--- config.mk ---
export PLATFORM = sky130hd
export DESIGN_NAME = sreg_port
export DESIGN_NICKNAME = d
export VERILOG_FILES = /design/src/rtl/sreg_pkg.sv /design/src/rtl/sreg_sync.sv /design/src/rtl/sreg_bitcnt.sv /design/src/rtl/sreg_decode.sv /design/src/rtl/sreg_txshift.sv /design/src/rtl/sreg_port.sv
export SDC_FILE = /design/constraint.sdc
export NUM_CORES = 1
export LEC_CHECK = 0
export BUFFER_PORTS_ARGS = -buffer_cell sky130_fd_sc_hd__buf_2
export CAP_MARGIN = 30
export CORE_MARGIN = 2
export CORE_UTILIZATION = 35
export CTS_CLUSTER_SIZE = 14
export DETAILED_ROUTE_END_ITERATION = 8
export GPL_TIMING_DRIVEN = 1
export PLACE_DENSITY_LB_ADDON = 0.2
export REMOVE_ABC_BUFFERS = 1
export SLEW_MARGIN = 20
export SYNTH_ARGS = -nofsm -noshare
export SYNTH_HDL_FRONTEND = slang
export SYNTH_SLANG_ARGS = --single-unit
--- constraint.sdc ---
create_clock -name clk -period 1.85 [get_ports clk]
set_clock_uncertainty 0.15 [all_clocks]
set_input_delay 0.37 -clock clk [delete_from_list [all_inputs] [get_ports clk]]
set_output_delay 0.37 -clock clk [all_outputs]
set_load 0.01 [all_outputs]
--- src/rtl/sreg_pkg.sv ---
package sreg_pkg;

  // direction flag carried in the control byte
  typedef enum logic {
    DIR_WR = 1'b0,
    DIR_RD = 1'b1
  } dir_e;

endpackage

--- src/rtl/sreg_sync.sv ---
// Two-flop synchronizer per bit with a per-bit reset value
module sreg_sync #(
  parameter int             W       = 1,
  parameter logic [W-1:0]   RST_VAL = '0
) (
  input  logic         clk,
  input  logic         rst_n,
  input  logic [W-1:0] d,
  output logic [W-1:0] q
);

  for (genvar i = 0; i < W; i++) begin : g_bit
    logic [1:0] st_q;
    logic [1:0] st_d;

    always_comb begin
      st_d = {st_q[0], d[i]};
    end

    always_ff @(posedge clk or negedge rst_n) begin
      if (!rst_n) st_q <= {2{RST_VAL[i]}};
      else        st_q <= st_d;
    end

    assign q[i] = st_q[1];
  end

endmodule

--- src/rtl/sreg_bitcnt.sv ---
// Bit counter shared by control, write and read transfers
module sreg_bitcnt #(
  parameter int BITS = 8,
  localparam int CW  = $clog2(BITS + 1)
) (
  input  logic          clk,
  input  logic          rst_n,
  input  logic          clr,      // select edge: discard partial byte
  input  logic          rx_step,  // sampling edge in control/write mode
  input  logic          tx_step,  // driving edge in read mode
  input  logic          tx_end,   // sampling edge in read mode
  output logic [CW-1:0] cnt,
  output logic          rx_done,
  output logic          tx_done
);

  localparam logic [CW-1:0] LAST = CW'(BITS - 1);
  localparam logic [CW-1:0] FULL = CW'(BITS);

  logic [CW-1:0] cnt_q, cnt_d;

  always_comb begin
    cnt_d   = cnt_q;
    rx_done = 1'b0;
    tx_done = 1'b0;
    if (clr) begin
      cnt_d = '0;
    end else if (rx_step) begin
      if (cnt_q == LAST) begin
        cnt_d   = '0;
        rx_done = 1'b1;
      end else begin
        cnt_d = cnt_q + 1'b1;
      end
    end else if (tx_step) begin
      if (cnt_q < FULL) cnt_d = cnt_q + 1'b1;
    end else if (tx_end && (cnt_q == FULL)) begin
      cnt_d   = '0;
      tx_done = 1'b1;
    end
  end

  always_ff @(posedge clk or negedge rst_n) begin
    if (!rst_n) cnt_q <= '0;
    else        cnt_q <= cnt_d;
  end

  assign cnt = cnt_q;

  assert_cnt_range_R4: assert property (@(posedge clk) disable iff (!rst_n)
    cnt_q <= FULL);

endmodule

--- src/rtl/sreg_decode.sv ---
// Receive shifter, control byte decode, write and pop strobes
module sreg_decode
  import sreg_pkg::*;
#(
  parameter int DATA_W   = 8,
  parameter int ADDR_W   = 4,
  parameter int BUF_ADDR = 12,
  parameter int CW       = 4
) (
  input  logic              clk,
  input  logic              rst_n,
  input  logic              din,
  input  logic              rx_step,
  input  logic              rx_done,
  input  logic              ctl_mode,
  input  logic              abort,
  input  logic              tx_done,
  input  logic [CW-1:0]     cnt,
  output logic [ADDR_W-1:0] addr,
  output logic              rd_mode,
  output logic              wr_stb,
  output logic [ADDR_W-1:0] wr_addr,
  output logic [DATA_W-1:0] wr_data,
  output logic              pop_stb
);

  localparam int               DIR_POS = DATA_W - 1 - ADDR_W;
  localparam logic [ADDR_W-1:0] BUF    = ADDR_W'(BUF_ADDR);

  logic [DATA_W-2:0] rx_sh_q, rx_sh_d;
  logic [ADDR_W-1:0] addr_q, addr_d;
  logic              rd_q, rd_d;
  logic              wr_stb_q, wr_stb_d;
  logic [ADDR_W-1:0] wr_addr_q, wr_addr_d;
  logic [DATA_W-1:0] wr_data_q, wr_data_d;
  logic              pop_q, pop_d;
  logic [DATA_W-1:0] byte_w;
  logic              is_buf;

  assign byte_w = {rx_sh_q, din};
  assign is_buf = (addr_q == BUF);

  always_comb begin
    rx_sh_d   = rx_step ? byte_w[DATA_W-2:0] : rx_sh_q;
    addr_d    = addr_q;
    rd_d      = rd_q;
    wr_stb_d  = 1'b0;
    wr_addr_d = wr_addr_q;
    wr_data_d = wr_data_q;
    if (rx_done) begin
      if (ctl_mode) begin
        addr_d = byte_w[DATA_W-1 -: ADDR_W];
        rd_d   = (dir_e'(byte_w[DIR_POS]) == DIR_RD);
      end else if (!rd_q) begin
        wr_stb_d  = 1'b1;
        wr_addr_d = addr_q;
        wr_data_d = byte_w;
      end
    end
    pop_d = is_buf && rd_q && (tx_done || (abort && (cnt != '0)));
  end

  always_ff @(posedge clk or negedge rst_n) begin
    if (!rst_n) begin
      rx_sh_q   <= '0;
      addr_q    <= '0;
      rd_q      <= 1'b0;
      wr_stb_q  <= 1'b0;
      wr_addr_q <= '0;
      wr_data_q <= '0;
      pop_q     <= 1'b0;
    end else begin
      rx_sh_q   <= rx_sh_d;
      addr_q    <= addr_d;
      rd_q      <= rd_d;
      wr_stb_q  <= wr_stb_d;
      wr_addr_q <= wr_addr_d;
      wr_data_q <= wr_data_d;
      pop_q     <= pop_d;
    end
  end

  assign addr    = addr_q;
  assign rd_mode = rd_q;
  assign wr_stb  = wr_stb_q;
  assign wr_addr = wr_addr_q;
  assign wr_data = wr_data_q;
  assign pop_stb = pop_q;

  assert_wr_pulse_R4: assert property (@(posedge clk) disable iff (!rst_n)
    wr_stb_q |=> !wr_stb_q);

  assert_strobe_excl_R4: assert property (@(posedge clk) disable iff (!rst_n)
    !(wr_stb_q && pop_q));

  assert_pop_addr_R8: assert property (@(posedge clk) disable iff (!rst_n)
    pop_q |-> (addr_q == BUF));

endmodule

--- src/rtl/sreg_txshift.sv ---
// Parallel-load, MSB-first output shifter
module sreg_txshift #(
  parameter int DATA_W = 8
) (
  input  logic              clk,
  input  logic              rst_n,
  input  logic              load,
  input  logic              step,
  input  logic [DATA_W-1:0] par,
  output logic              ser
);

  logic [DATA_W-2:0] sh_q, sh_d;
  logic              bit_q, bit_d;

  always_comb begin
    sh_d  = sh_q;
    bit_d = bit_q;
    if (load) begin
      bit_d = par[DATA_W-1];
      sh_d  = par[DATA_W-2:0];
    end else if (step) begin
      bit_d = sh_q[DATA_W-2];
      sh_d  = sh_q << 1;
    end
  end

  always_ff @(posedge clk or negedge rst_n) begin
    if (!rst_n) begin
      sh_q  <= '0;
      bit_q <= 1'b0;
    end else begin
      sh_q  <= sh_d;
      bit_q <= bit_d;
    end
  end

  assign ser = bit_q;

endmodule

--- src/rtl/sreg_port.sv ---
// Two-wire serial register access port, top level
module sreg_port #(
  parameter int DATA_W   = 8,
  parameter int ADDR_W   = 4,
  parameter int BUF_ADDR = 12
) (
  input  logic              clk,
  input  logic              rst_n,
  input  logic              sck_i,
  input  logic              sel_i,
  input  logic              sdio_i,
  output logic              sdio_o,
  output logic              sdio_oe,
  output logic [ADDR_W-1:0] rd_addr,
  input  logic [DATA_W-1:0] rd_data,
  output logic              wr_stb,
  output logic [ADDR_W-1:0] wr_addr,
  output logic [DATA_W-1:0] wr_data,
  output logic              pop_stb
);

  localparam int CW = $clog2(DATA_W + 1);

  // reset: asynchronous assert, synchronous release
  logic [1:0] rs_q, rs_d;
  logic       rst_s_n;

  always_comb rs_d = {rs_q[0], 1'b1};

  always_ff @(posedge clk or negedge rst_n) begin
    if (!rst_n) rs_q <= '0;
    else        rs_q <= rs_d;
  end

  assign rst_s_n = rs_q[1];

  // host inputs into the clock domain: {sck, sel, data}
  logic [2:0] pin_s;

  sreg_sync #(.W(3), .RST_VAL(3'b100)) u_sync (
    .clk   (clk),
    .rst_n (rst_s_n),
    .d     ({sck_i, sel_i, sdio_i}),
    .q     (pin_s)
  );

  logic sck_s, sel_s, din_s;
  assign {sck_s, sel_s, din_s} = pin_s;

  // edge detection on the synchronized clock and select
  logic [1:0] prev_q, prev_d;

  always_comb prev_d = {sck_s, sel_s};

  always_ff @(posedge clk or negedge rst_s_n) begin
    if (!rst_s_n) prev_q <= 2'b10;
    else          prev_q <= prev_d;
  end

  logic sck_rise, sck_fall, sel_rise, sel_fall;
  assign sck_rise =  sck_s & ~prev_q[1];
  assign sck_fall = ~sck_s &  prev_q[1];
  assign sel_rise =  sel_s & ~prev_q[0];
  assign sel_fall = ~sel_s &  prev_q[0];

  // mode qualified edges
  logic rd_mode;
  logic rd_active;
  logic rx_step, tx_step, tx_end, clr;

  assign rd_active = rd_mode & ~sel_s;
  assign rx_step   = sck_rise & ~rd_active;
  assign tx_step   = sck_fall &  rd_active;
  assign tx_end    = sck_rise &  rd_active;
  assign clr       = sel_rise | sel_fall;

  logic [CW-1:0] cnt;
  logic          rx_done, tx_done;

  sreg_bitcnt #(.BITS(DATA_W)) u_cnt (
    .clk     (clk),
    .rst_n   (rst_s_n),
    .clr     (clr),
    .rx_step (rx_step),
    .tx_step (tx_step),
    .tx_end  (tx_end),
    .cnt     (cnt),
    .rx_done (rx_done),
    .tx_done (tx_done)
  );

  logic [ADDR_W-1:0] addr;

  sreg_decode #(
    .DATA_W   (DATA_W),
    .ADDR_W   (ADDR_W),
    .BUF_ADDR (BUF_ADDR),
    .CW       (CW)
  ) u_dec (
    .clk      (clk),
    .rst_n    (rst_s_n),
    .din      (din_s),
    .rx_step  (rx_step),
    .rx_done  (rx_done),
    .ctl_mode (sel_s),
    .abort    (sel_rise),
    .tx_done  (tx_done),
    .cnt      (cnt),
    .addr     (addr),
    .rd_mode  (rd_mode),
    .wr_stb   (wr_stb),
    .wr_addr  (wr_addr),
    .wr_data  (wr_data),
    .pop_stb  (pop_stb)
  );

  sreg_txshift #(.DATA_W(DATA_W)) u_tx (
    .clk   (clk),
    .rst_n (rst_s_n),
    .load  (tx_step && (cnt == '0)),
    .step  (tx_step),
    .par   (rd_data),
    .ser   (sdio_o)
  );

  assign rd_addr = addr;
  assign sdio_oe = rd_mode & ~sel_s & ~sel_i;

  assert_abort_clear_R7: assert property (@(posedge clk) disable iff (!rst_s_n)
    sel_rise |=> (cnt == '0));

  assert_hold_on_rise_R5: assert property (@(posedge clk) disable iff (!rst_s_n)
    sck_rise |=> $stable(sdio_o));

endmodule

==> results_dict.tcl <==
set metrics [dict create \
    hold_viol 0 \
    avgSynthCellArea_um2 13.7 \
    netlist_area_mm2 0.00195 \
    synthArstFlopShare_pct 100 \
    clkPwrFrac_pct 31.6 \
    clock_latency_ns 0.29 \
    critPathLaunchType "flop" \
    hold-worst-slack_ns 0.0180 \
    cp_max_fo 13 \
    fin_cells 266 \
    r2r_cells 6 \
    power.internal_mw 1.55 \
    grt_remaining_overflow 0 \
    required_ns 1.88 \
    numClockSinks 48 \
    fin_nets 209 \
    sw_frac_of_total_pct 23.9 \
    wl_per_cell_um 13.2 \
    grt_usage_pct 12.2 \
    ctsHtreeMaxLevel 2 \
    ff2ff_setup_slack_ns 0.02 \
    path_clk_slew_ns 0.08 \
    hold_class "reg -> async" \
    detailed_place_hpwl_mm 2.60 \
    drt_first_pass_iters 3 \
    drtIter0Drc 43 \
    num_rows 27 \
    yosysWarnings 0 \
    period_share_pct 99.0 \
    cts-root-buf "clkbuf_8" \
    vdd_drop_max_mv 0.485 \
    place_area_mm2 0.00230 \
    area_delta_synth_final_pct 26.9 \
    timing.rr.end "u_dec.wr_addr[3]" \
    ant_nets 0 \
    gp_congestion 0.726 \
    synth_cell_type_count 35 \
    drv_slew 0 \
    synth-seq-area-share_pct 61.8 \
    crit_start "u_cnt.cnt[0]" \
    pre_cts_ws_ns -0.0370 \
    n_fill_cell 489 \
    fin_setup_tns_ns 0 \
    setup_violations 0 \
    drive_above_1_share_pct 46.4 \
    p_comb_share_pct 9.9 \
    cts_tree "built" \
    setup_ws_ns 0.0192 \
    numCtsBuffers 5 \
    die_y_um 78.6 \
    dieArea_mm2 0.00618 \
    p_leak_nw 1.29 \
    cts_buffer_depth 2 \
    drt-total-wl_mm 3.50 \
    path_cells "ha_2 > and3b_2 > nand2_2 > nor4_4 > buf_12 > mux2_1" \
    die-width_um 78.6 \
    grt_pass1_wl_mm 5.81 \
    io_pins 33 \
    register_area_mm2 0.00121 \
    antenna_found_initial 0 \
    path_buf_inv 1 \
    grt_setup_unrepaired "yes" \
    period_minus_slack_ns 1.83 \
    grt_max_degree 34 \
    synth_ff_type "dfrtp_1" \
    viasPerCell 4.63 \
    synth_edf_count 0 \
    design_area_mm2 0.00247 \
    critPathCaptureType "flop" \
    pwr_density_cell_mw_per_mm2 824 \
    dp.cells 255 \
    portBuffers 32 \
    worstReg2RegStart "u_cnt.cnt[0]" \
    p_seq_share_pct 58.4 \
    ys_ff_latch 48 \
    diodes 0 \
    syn_inst 142 \
    initial_core_util_pct 35.8 \
    switching_power_uw 488 \
    worstSetupPathType "reg -> reg" \
    cp_slowest_stage_delay_ns 0.38 \
    status "finished clean" \
    fmax_mhz 546 \
    cap_violations 0 \
    core_mm2 0.00544 \
    critical_path_arrival_ns 1.86 \
    crit_family "simple AND/OR/NAND/NOR gates" \
    multi_input_area_um2 757 \
    first_global_vias 1284 \
    vias 1232 \
    cpMaxStageDelayCell "dfrtp_1" \
    drc_errors 0 \
]
[sequential cells by signal, summed over array words and instances, names as in the netlist, 2 cells and up]
| name | cells |
|---|---|
| prev_q | 2 |
| rs_q | 2 |
| u_cnt.cnt | 4 |
| u_dec.addr | 4 |
| u_dec.rx_sh_q | 7 |
| u_dec.wr_addr | 4 |
| u_dec.wr_data | 8 |
| u_sync.g_bit.st_q | 6 |
| u_tx.sh_q | 7 |
[logic make-up after synthesis]
family	synth area share [%]
AO/OA/AOI/OAI	5.72
XOR/XNOR	0.450
adder cells (fa/ha/maj)	1.93
buffers and inverters	1.73
flip-flops	61.8
multiplexers	18.0
other	0.192
AND/OR/NAND/NOR	10.1
[stage by stage]
step	power [mW]	util [%]
finish	2.04	45.5
global route	2.14	45.5
CTS	2.05	44.4
detailed placement	1.40	42.3
global placement	1.38	42.3
floorplan	1.31	-
[repair_timing]
item	CTS	global route
setup endpoints to repair	8	22
cloned	0	0
buffers inserted	0	2
pin swaps	0	2
resized for setup	2	12
hold buffers	1	0
endpoints found under the hold margin	2	0
[cells in the final DEF, fill, tap and decap left out, types with 3 or more instances in the layout]
cell	instances
buf_2	32
buf_4	12
clkbuf_8	6
dfrtp_1	44
dfstp_2	3
mux2_1	7
mux2_2	15
mux2_4	3
mux2i_1	7
nand2_1	12
nor2_1	5
o21ai_0	8
[final cells by class]
class	instances	area share [%]
Clock buffer	6	3.34
Clock inverter	2	0.557
Timing Repair Buffer	48	12.6
Sequential cell	48	48.8
Tap cell	72	3.64
Multi-Input combinational cell	87	30.6
Inverter	3	0.455
[worst max-delay path by stage]
stage               cells past startpoint               end
floorplan                               5          u_tx.ser
global placement                        7      u_tx.sh_q[4]
detailed placement                      7      u_tx.sh_q[1]
CTS                                     4           sdio_oe
global route                            6  u_dec.wr_data[5]
finish                                  6  u_dec.wr_addr[3]
[layer usage]
metal	wire (µm)	part of all wire (%)	track usage, %	vias to the layer above
met5	0	0	0	-
met4	62	1.8	5.26	0
met3	140	4.0	2.76	7
met2	1690	48	20.6	28
met1	1610	46	14.8	598
li1	-	-	-	599
[worst register-to-register path, stage by stage (launching register included)]
cell     delay [ns]
dfrtp_1        0.38
ha_2           0.20
and3b_2        0.21
nand2_2        0.07
nor4_4         0.18
buf_12         0.19
mux2_1         0.33
[power by group through the flow]
stage               sequential (mW)  combinational (mW)  clock, mW
floorplan                      1.20               0.116          0
global placement               1.20               0.179          0
detailed placement             1.21               0.186          0
CTS                            1.19               0.190      0.672
global route                   1.20               0.227      0.705
finish                         1.19               0.202      0.645
[synthesized netlist by cell type (2+ instances only)]
cell	number	area share, %
o21ai_0	8	2.1
mux2_1	9	5.2
nand2_1	13	2.5
inv_1	3	0.58
dfstp_2	3	4.0
nor2b_1	2	0.64
nand2b_1	2	0.64
mux2_2	16	9.2
dfrtp_1	45	58
nor2_1	5	0.96
nor3b_1	2	0.77
ha_1	3	1.9
mux2i_1	7	3.6
clkbuf_1	2	0.39
a22o_1	2	0.90
No activity file was read; power rests on OpenSTA's default activity.
